[src/rtl/cfg_powerup_seq.sv]
module cfg_powerup_seq #(
  parameter int INIT_CYCLES = 16,
  parameter int MODE_W      = 2
) (
  input  logic                     clk,
  input  logic                     rst_n,
  input  logic                     reconfig_n,
  input  logic [MODE_W-1:0]        mode_sel,
  input  logic                     data_ok,
  input  logic                     data_err,
  input  logic                     rdy_line_in,
  output logic                     rdy_pull_low,
  input  logic                     done_line_in,
  output logic                     done_pull_low,
  output logic                     mem_clear_en,
  output logic                     goe,
  output logic                     gsr,
  output logic                     gwd,
  output logic                     cfg_done,
  output logic                     user_mode,
  output logic [(1<<MODE_W)-1:0]   cfg_if_sel
);
  localparam int CNT_W = $clog2(INIT_CYCLES + 1);
  localparam int IF_N  = 1 << MODE_W;

  typedef enum logic [2:0] {
    S_CLEAR, S_RDYWAIT, S_LOAD, S_FAULT,
    S_WAKE_IO, S_WAKE_REL, S_WAKE_DONE, S_USER
  } st_t;

  st_t st, st_nx;
  logic [1:0] rdy_sy, done_sy, rc_sy;
  logic rdy_prev;
  logic [CNT_W-1:0] cnt;
  logic [MODE_W-1:0] mode_q;

  wire rdy_s   = rdy_sy[1];
  wire done_s  = done_sy[1];
  wire rc_s    = rc_sy[1];
  wire elapsed = (cnt == CNT_W'(INIT_CYCLES));
  wire rdy_rise = rdy_s & ~rdy_prev;

  always_ff @(posedge clk or negedge rst_n) begin
    if (!rst_n) begin
      rdy_sy   <= '0;
      done_sy  <= '0;
      rc_sy    <= '0;
      rdy_prev <= 1'b0;
    end else begin
      rdy_sy   <= {rdy_sy[0], rdy_line_in};
      done_sy  <= {done_sy[0], done_line_in};
      rc_sy    <= {rc_sy[0], reconfig_n};
      rdy_prev <= rdy_s;
    end
  end

  always_comb begin
    st_nx = st;
    case (st)
      S_CLEAR:     if (elapsed && rc_s) st_nx = S_RDYWAIT;
      S_RDYWAIT:   if (rdy_rise) st_nx = S_LOAD;
      S_LOAD:      if (data_err) st_nx = S_FAULT;
                   else if (data_ok) st_nx = S_WAKE_IO;
      S_FAULT:     st_nx = S_FAULT;
      S_WAKE_IO:   st_nx = S_WAKE_REL;
      S_WAKE_REL:  st_nx = S_WAKE_DONE;
      S_WAKE_DONE: if (done_s) st_nx = S_USER;
      S_USER:      st_nx = S_USER;
      default:     st_nx = S_CLEAR;
    endcase
    if (st != S_CLEAR && !rc_s) st_nx = S_CLEAR;
  end

  always_ff @(posedge clk or negedge rst_n) begin
    if (!rst_n) begin
      st     <= S_CLEAR;
      cnt    <= '0;
      mode_q <= '0;
    end else begin
      st <= st_nx;
      if (st != S_CLEAR) cnt <= '0;
      else if (!elapsed) cnt <= cnt + 1'b1;
      if (st == S_RDYWAIT && st_nx == S_LOAD) mode_q <= mode_sel;
    end
  end

  wire awake   = (st == S_WAKE_IO) || (st == S_WAKE_REL) || (st == S_WAKE_DONE) || (st == S_USER);
  wire released = (st == S_WAKE_REL) || (st == S_WAKE_DONE) || (st == S_USER);

  assign mem_clear_en  = (st == S_CLEAR);
  assign rdy_pull_low  = (st == S_CLEAR) || (st == S_FAULT);
  assign done_pull_low = !((st == S_WAKE_DONE) || (st == S_USER));
  assign goe           = awake;
  assign cfg_done      = awake;
  assign gsr           = !released;
  assign gwd           = !released;
  assign user_mode     = (st == S_USER);
  assign cfg_if_sel    = (st == S_LOAD) ? (IF_N'(1) << mode_q) : '0;
endmodule


[config.mk]
export PLATFORM = sky130hd
export DESIGN_NAME = cfg_powerup_seq
export DESIGN_NICKNAME = d
export VERILOG_FILES = /design/src/rtl/cfg_powerup_seq.sv
export SDC_FILE = /design/constraint.sdc
export NUM_CORES = 1
export LEC_CHECK = 0
export BUFFER_PORTS_ARGS = -buffer_cell sky130_fd_sc_hd__buf_2
export CORE_MARGIN = 5
export CORE_UTILIZATION = 40
export DETAILED_ROUTE_END_ITERATION = 10
export PLACE_DENSITY = 0.66
export SYNTH_ARGS = -nofsm -noshare
export SYNTH_HDL_FRONTEND = slang
export SYNTH_SLANG_ARGS = --single-unit
[constraint.sdc]
create_clock -name clk -period 1.2 [get_ports clk]
set_input_delay 0.24 -clock clk [delete_from_list [all_inputs] [get_ports clk]]
set_output_delay 0.24 -clock clk [all_outputs]
set_load 0.01 [all_outputs]
# ---- After elaboration in Yosys (flattened, before gate mapping)
# Index checks and enable logic that the tools add are counted.
# Widths: inputs -> output; s select.
dict set report word_totals {
  regBits 17
  inputBits 9
  output_inout_bits 12
}
dict set report classes {
  add_sub_neg 1
  eq_ne 10
  shift 1
  mux 10
  bitwise 2
  reduce_logical 15
}
# op n
set ops {}
lappend ops {{$pmux 3 s8} 1}
lappend ops {{$mux 3} 6}
lappend ops {{$eq 3x3->1 const B} 4}
lappend ops {{$mux 5} 2}
lappend ops {{$eq 3x2->1 const B} 3}
lappend ops {{$logic_or 1x1->1} 7}
lappend ops {{$add 5x1->5 const B} 1}
lappend ops {{$eq 5x5->1 const B} 1}
lappend ops {{$mux 4} 1}
lappend ops {{$shl 1x2->4 const A} 1}
lappend ops {{$eq 3x1->1 const B} 1}
lappend ops {{$logic_and 1x1->1} 3}
lappend ops {{$logic_not 1->1} 3}
lappend ops {{$logic_not 3->1} 1}
lappend ops {{$reduce_bool 3->1} 1}
lappend ops {{$ne 2x1->1 const B} 1}
lappend ops {{$and 1x1->1} 1}
lappend ops {{$not 1->1} 1}

# ---- Depth between registers and ports, before layout
dict set report logic_depth {
  depth_word 7
  mapped_depth 5
}

# ---- Least setup slack after synthesis
# Ideal clock, no wire load.
dict set report synth_timing {
  path_kind {reg-to-output}
  startpoint {register st[1]}
  endpoint {output mem_clear_en}
  t_arrival_ps 1070
  setup_slack_ps -110
  path_stages_with_launch 5
  path_cell_list {dfrtp_1 -> buf_6 -> or3_4 -> buf_6 -> inv_1}
}
dict set report synth_between {
  elab_chain_cells 1
}
# element line_no
set synth_lines {}
lappend synth_lines {{start, declared} 31} ;# st_t st, st_nx;
lappend synth_lines {{start signal, assigned} 80} ;# st <= st_nx;
lappend synth_lines {{$logic_not 3->1} 90} ;# assign mem_clear_en = (st == S_CLEAR);
lappend synth_lines {{end, declared} 15} ;# output logic mem_clear_en,
# Every way passes these cells.

# ---- Worst setup path after layout
dict set report layout_timing {
  startpoint {register st[2]}
  endpoint {output mem_clear_en}
}
# Same word-level chain as after synthesis.

==> summary.md <==
## Status
- finished, violations left — status
- setup timing — failing checks

## Critical path
- register to primary output — classification of the worst setup path
- st[2]$_DFF_PN0_ — reg-to-reg critical path startpoint
- 2 — Worst Path Buf+Inv
- 3 — cell count along the critical path
- 4 — highest net fanout along the worst path
- or3_4 -> inv_4 -> buf_6 — critical path cell sequence
- register — type of element launching the critical path
- 460 ps — critical path's largest stage delay
- st[2]$_DFF_PN0_ — CP Launch Point
- sky130_fd_sc_hd__dfrtp_2 — Worst path slowest cell
- 960 ps — required time at the endpoint of the critical path
- -150 ps — internal reg-to-reg setup slack
- 1290 ps — data arrival time at the worst-slack endpoint
- 4 — depth of the worst register-to-register path
- cnt[2]$_DFFE_PN0P_ — FF-to-FF End
- primary output — Setup crit end kind
- flip-flops — family of cells with the greatest summed delay on the critical path

## Die
- 16 — row count
- 3000 sq um — die area
- 1940 sq um — core footprint
- 54.8 um — Chip Width
- 21 — number of I/O pins
- 41.4% — effective utilization at floorplan
- 54.8 um — die height

## Place
- 1.20 mm — post-detailed-placement half-perimeter wirelength
- 1020 sq um — placement-stage cell area
- 0.880 — final weighted congestion of routability-driven global placement
- 127 — placed cell count
- 20 — count of buffers inserted at the top-level ports

## GRT
- 0 — antenna violations before repair
- 666 — via count of the first global-routing pass
- 2.80 mm — global-route wire length before repair
- 13.8% — overall routing resource usage
- 0 — sum of overflow across all layers after global routing
- 18 — pin count of the biggest net entering global routing

## Logic synthesis
- 11.6 sq um — Avg Synthesized Cell Area
- 53.0% — share of the yosys chip area belonging to registers
- 53.0% — area fraction of the dominant cell type after synthesis
- 17 — synthesized flop and latch total
- sky130_fd_sc_hd__dfrtp_1, sky130_fd_sc_hd__buf_6, sky130_fd_sc_hd__nor2_1, sky130_fd_sc_hd__ha_1, sky130_fd_sc_hd__mux2_2 — largest cells by area after synthesis
- 28 — Yosys cell types
- 69 — cell count after synthesis
- 80 — nets in the synthesized netlist
- sky130_fd_sc_hd__dfrtp_1 — largest area contributor in the synthesized netlist
- 803 sq um — area of the mapped netlist
- 0 — yosys warns

## Route
- 0 — count of nets left with antenna violations after detail routing
- 0 — drc violations
- 1.64 mm — DRT Wirelength
- 4 — Iter 0 DRT Violations
- 639 — via total after detailed routing
- 11.9 um — routed wire length per instance
- 4 — number of detailed-route iterations in the first pass
- 4.63 — vias per cell

## Timing
- 20 — Setup-failing EPs final
- -3540 ps — total negative slack for setup checks
- 0 — number of endpoints with negative hold slack in the final report
- 1530 ps — final critical-path required period
- 128% — fin crit share
- 75.5% — Max-Slew Margin vs Limit
- yes — setup repair after global routing missed its margin
- 5.11 ps — largest clock skew in the final design
- 367 ps — slew at the pin closest to its max-slew limit
- 0 — max-slew violation total from the final report
- -334 ps — worst path setup slack after routing
- 652 MHz — maximum clock frequency

## Flow run
- 0 — max-capacitance violation count

## Hold path
- rdy_sy[0]$_DFF_PN0_ — Worst Hold Path EP
- input port to register — worst hold path type
- 1 — instance count along the most critical hold path
- rdy_line_in — critical hold path startpoint

## Clock network
- yes — CTS tree
- 2 — maximum count of clock buffers along a single path
- sky130_fd_sc_hd__clkbuf_4 — root cell of the clock tree
- 100 ps — Reg clk slew, reported paths
- 290 ps — clock latency reported for the late side of the worst-skew pair
- 1 — H-tree depth reported by CTS
- 3 — clock buffer count from CTS
- 17 — clock net sink count

## Finish
- 55.9% — layout-stage area growth over the synthesis result
- 138 — count of placed standard cells in the final layout, fillers left out
- 428 sq um — Reg area
- 67.6% — share of cells above drive strength 1
- 0 — antenna cell count
- 403 sq um — multi-input logic area
- 123 — Net count, final
- 1250 sq um — final standard cell area without fillers
- 164 — fill count

## Pwr
- 1550 nW/um^2 — total power density per cell area
- 1.09 mV — peak ir drop on the vdd network
- 0.599 nW — Lkg Pwr

-- power breakdown --
group	leakage [nW]	total, mW	internal, mW	switching (mW)
Clock	0.0139	0.310	0.127	0.183
Combinational	0.382	0.838	0.482	0.357
Sequential	0.203	0.797	0.701	0.0958
Total	0.599	1.95	1.31	0.636
-- sequential cells by signal, summed over array words and instances, names as in the netlist --
signal	flops
mode_q	2
cnt	5
rdy_prev	1
rc_sy	2
done_sy	2
rdy_sy	2
st	3
-- cell type report --
| cell class | instances | area share, % |
|---|---|---|
| inverters | 4 | 1.40 |
| clock buffers | 3 | 1.80 |
| flip-flops and latches | 17 | 34.2 |
| multi-input cells | 42 | 32.2 |
| repair buffers | 44 | 27.2 |
| clock inverters | 1 | 0.599 |
| well taps | 27 | 2.70 |
-- how the worst max path moves through the flow --
stage                            to  slack (ps)
floorplan              mem_clear_en         -80
global placement      cfg_if_sel[0]         -50
detailed placement  st[0]$_DFF_PN0_         -60
CTS                    mem_clear_en        -340
global route          cfg_if_sel[0]        -390
finish                 mem_clear_en        -330
-- through the flow --
stage | hold slack (ps) | worst slack [ps] | total power [mW] | util, %
global route | 23.1 | -391 | 2.10 | 64.5
CTS | 31.2 | -344 | 1.84 | 61.1
finish | 47.5 | -334 | 1.95 | 64.5
global placement | 175 | -49.0 | 1.42 | 52.6
floorplan | -55.6 | -80.8 | 1.17 | -
detailed placement | 180 | -58.9 | 1.45 | 52.6
-- what timing repair did --
item                                    CTS  global route
gates resized for setup                  22            15
buffers inserted                          5             3
gates cloned                              0             0
endpoints found under the hold margin    17             0
pin swaps                                 6             4
endpoints found under the setup margin   17            21
hold buffers                              1             0
-- cells in the mapped netlist (all sizes together) --
cell / n
a211oi: 1
and3: 1
and3b: 1
and4bb: 1
buf: 5
clkbuf: 1
dfrtp: 17
ha: 2
inv: 4
mux2: 2
mux2i: 2
nand2: 2
nand3: 3
nand3b: 1
nand4b: 1
nor2: 7
nor2b: 3
nor3: 4
o211a: 1
o21a: 3
o21ai: 1
o31ai: 1
or3: 1
xnor2: 2
xor2: 2
-- cell usage in the layout (no fill, tap or decap), types with 2 or more instances in the layout --
| cell | Yosys | final |
|---|---|---|
| sky130_fd_sc_hd__xor2_1 | 2 | 2 |
| sky130_fd_sc_hd__buf_4 | 2 | 16 |
| sky130_fd_sc_hd__mux2_2 | 2 | 2 |
| sky130_fd_sc_hd__nor3_2 | 1 | 3 |
| sky130_fd_sc_hd__nor2b_4 | 1 | 2 |
| sky130_fd_sc_hd__buf_2 | 0 | 15 |
| sky130_fd_sc_hd__clkbuf_4 | 0 | 3 |
| sky130_fd_sc_hd__nor2_4 | 0 | 2 |
| sky130_fd_sc_hd__mux2i_1 | 2 | 2 |
| sky130_fd_sc_hd__nand3_1 | 3 | 2 |
| sky130_fd_sc_hd__nor2_2 | 0 | 5 |
| sky130_fd_sc_hd__buf_6 | 3 | 12 |
| sky130_fd_sc_hd__dfrtp_2 | 0 | 2 |
| sky130_fd_sc_hd__ha_1 | 2 | 2 |
| sky130_fd_sc_hd__dfrtp_1 | 17 | 15 |
| sky130_fd_sc_hd__inv_1 | 4 | 2 |
| sky130_fd_sc_hd__o21a_1 | 3 | 3 |
-- kinds of logic after synthesis --
group | count (synthesis) | share of synthesized area (%)
compound gates | 7 | 6.54
buf+inv | 10 | 8.41
fa+ha+maj | 2 | 3.11
simple gates | 25 | 19.3
flops | 17 | 53.0
xor+xnor | 4 | 4.36
mux | 4 | 5.30
-- routing by layer --
| metal | wire (um) | up-vias | global-route usage [%] |
|---|---|---|---|
| met5 | 0 | - | 0 |
| met3 | 84 | 4 | 4.90 |
| met2 | 904 | 18 | 24.2 |
| met4 | 25 | 0 | 6.22 |
| met1 | 627 | 305 | 14.7 |
| li1 | - | 312 | - |
Power figures use the tool's default switching activity.
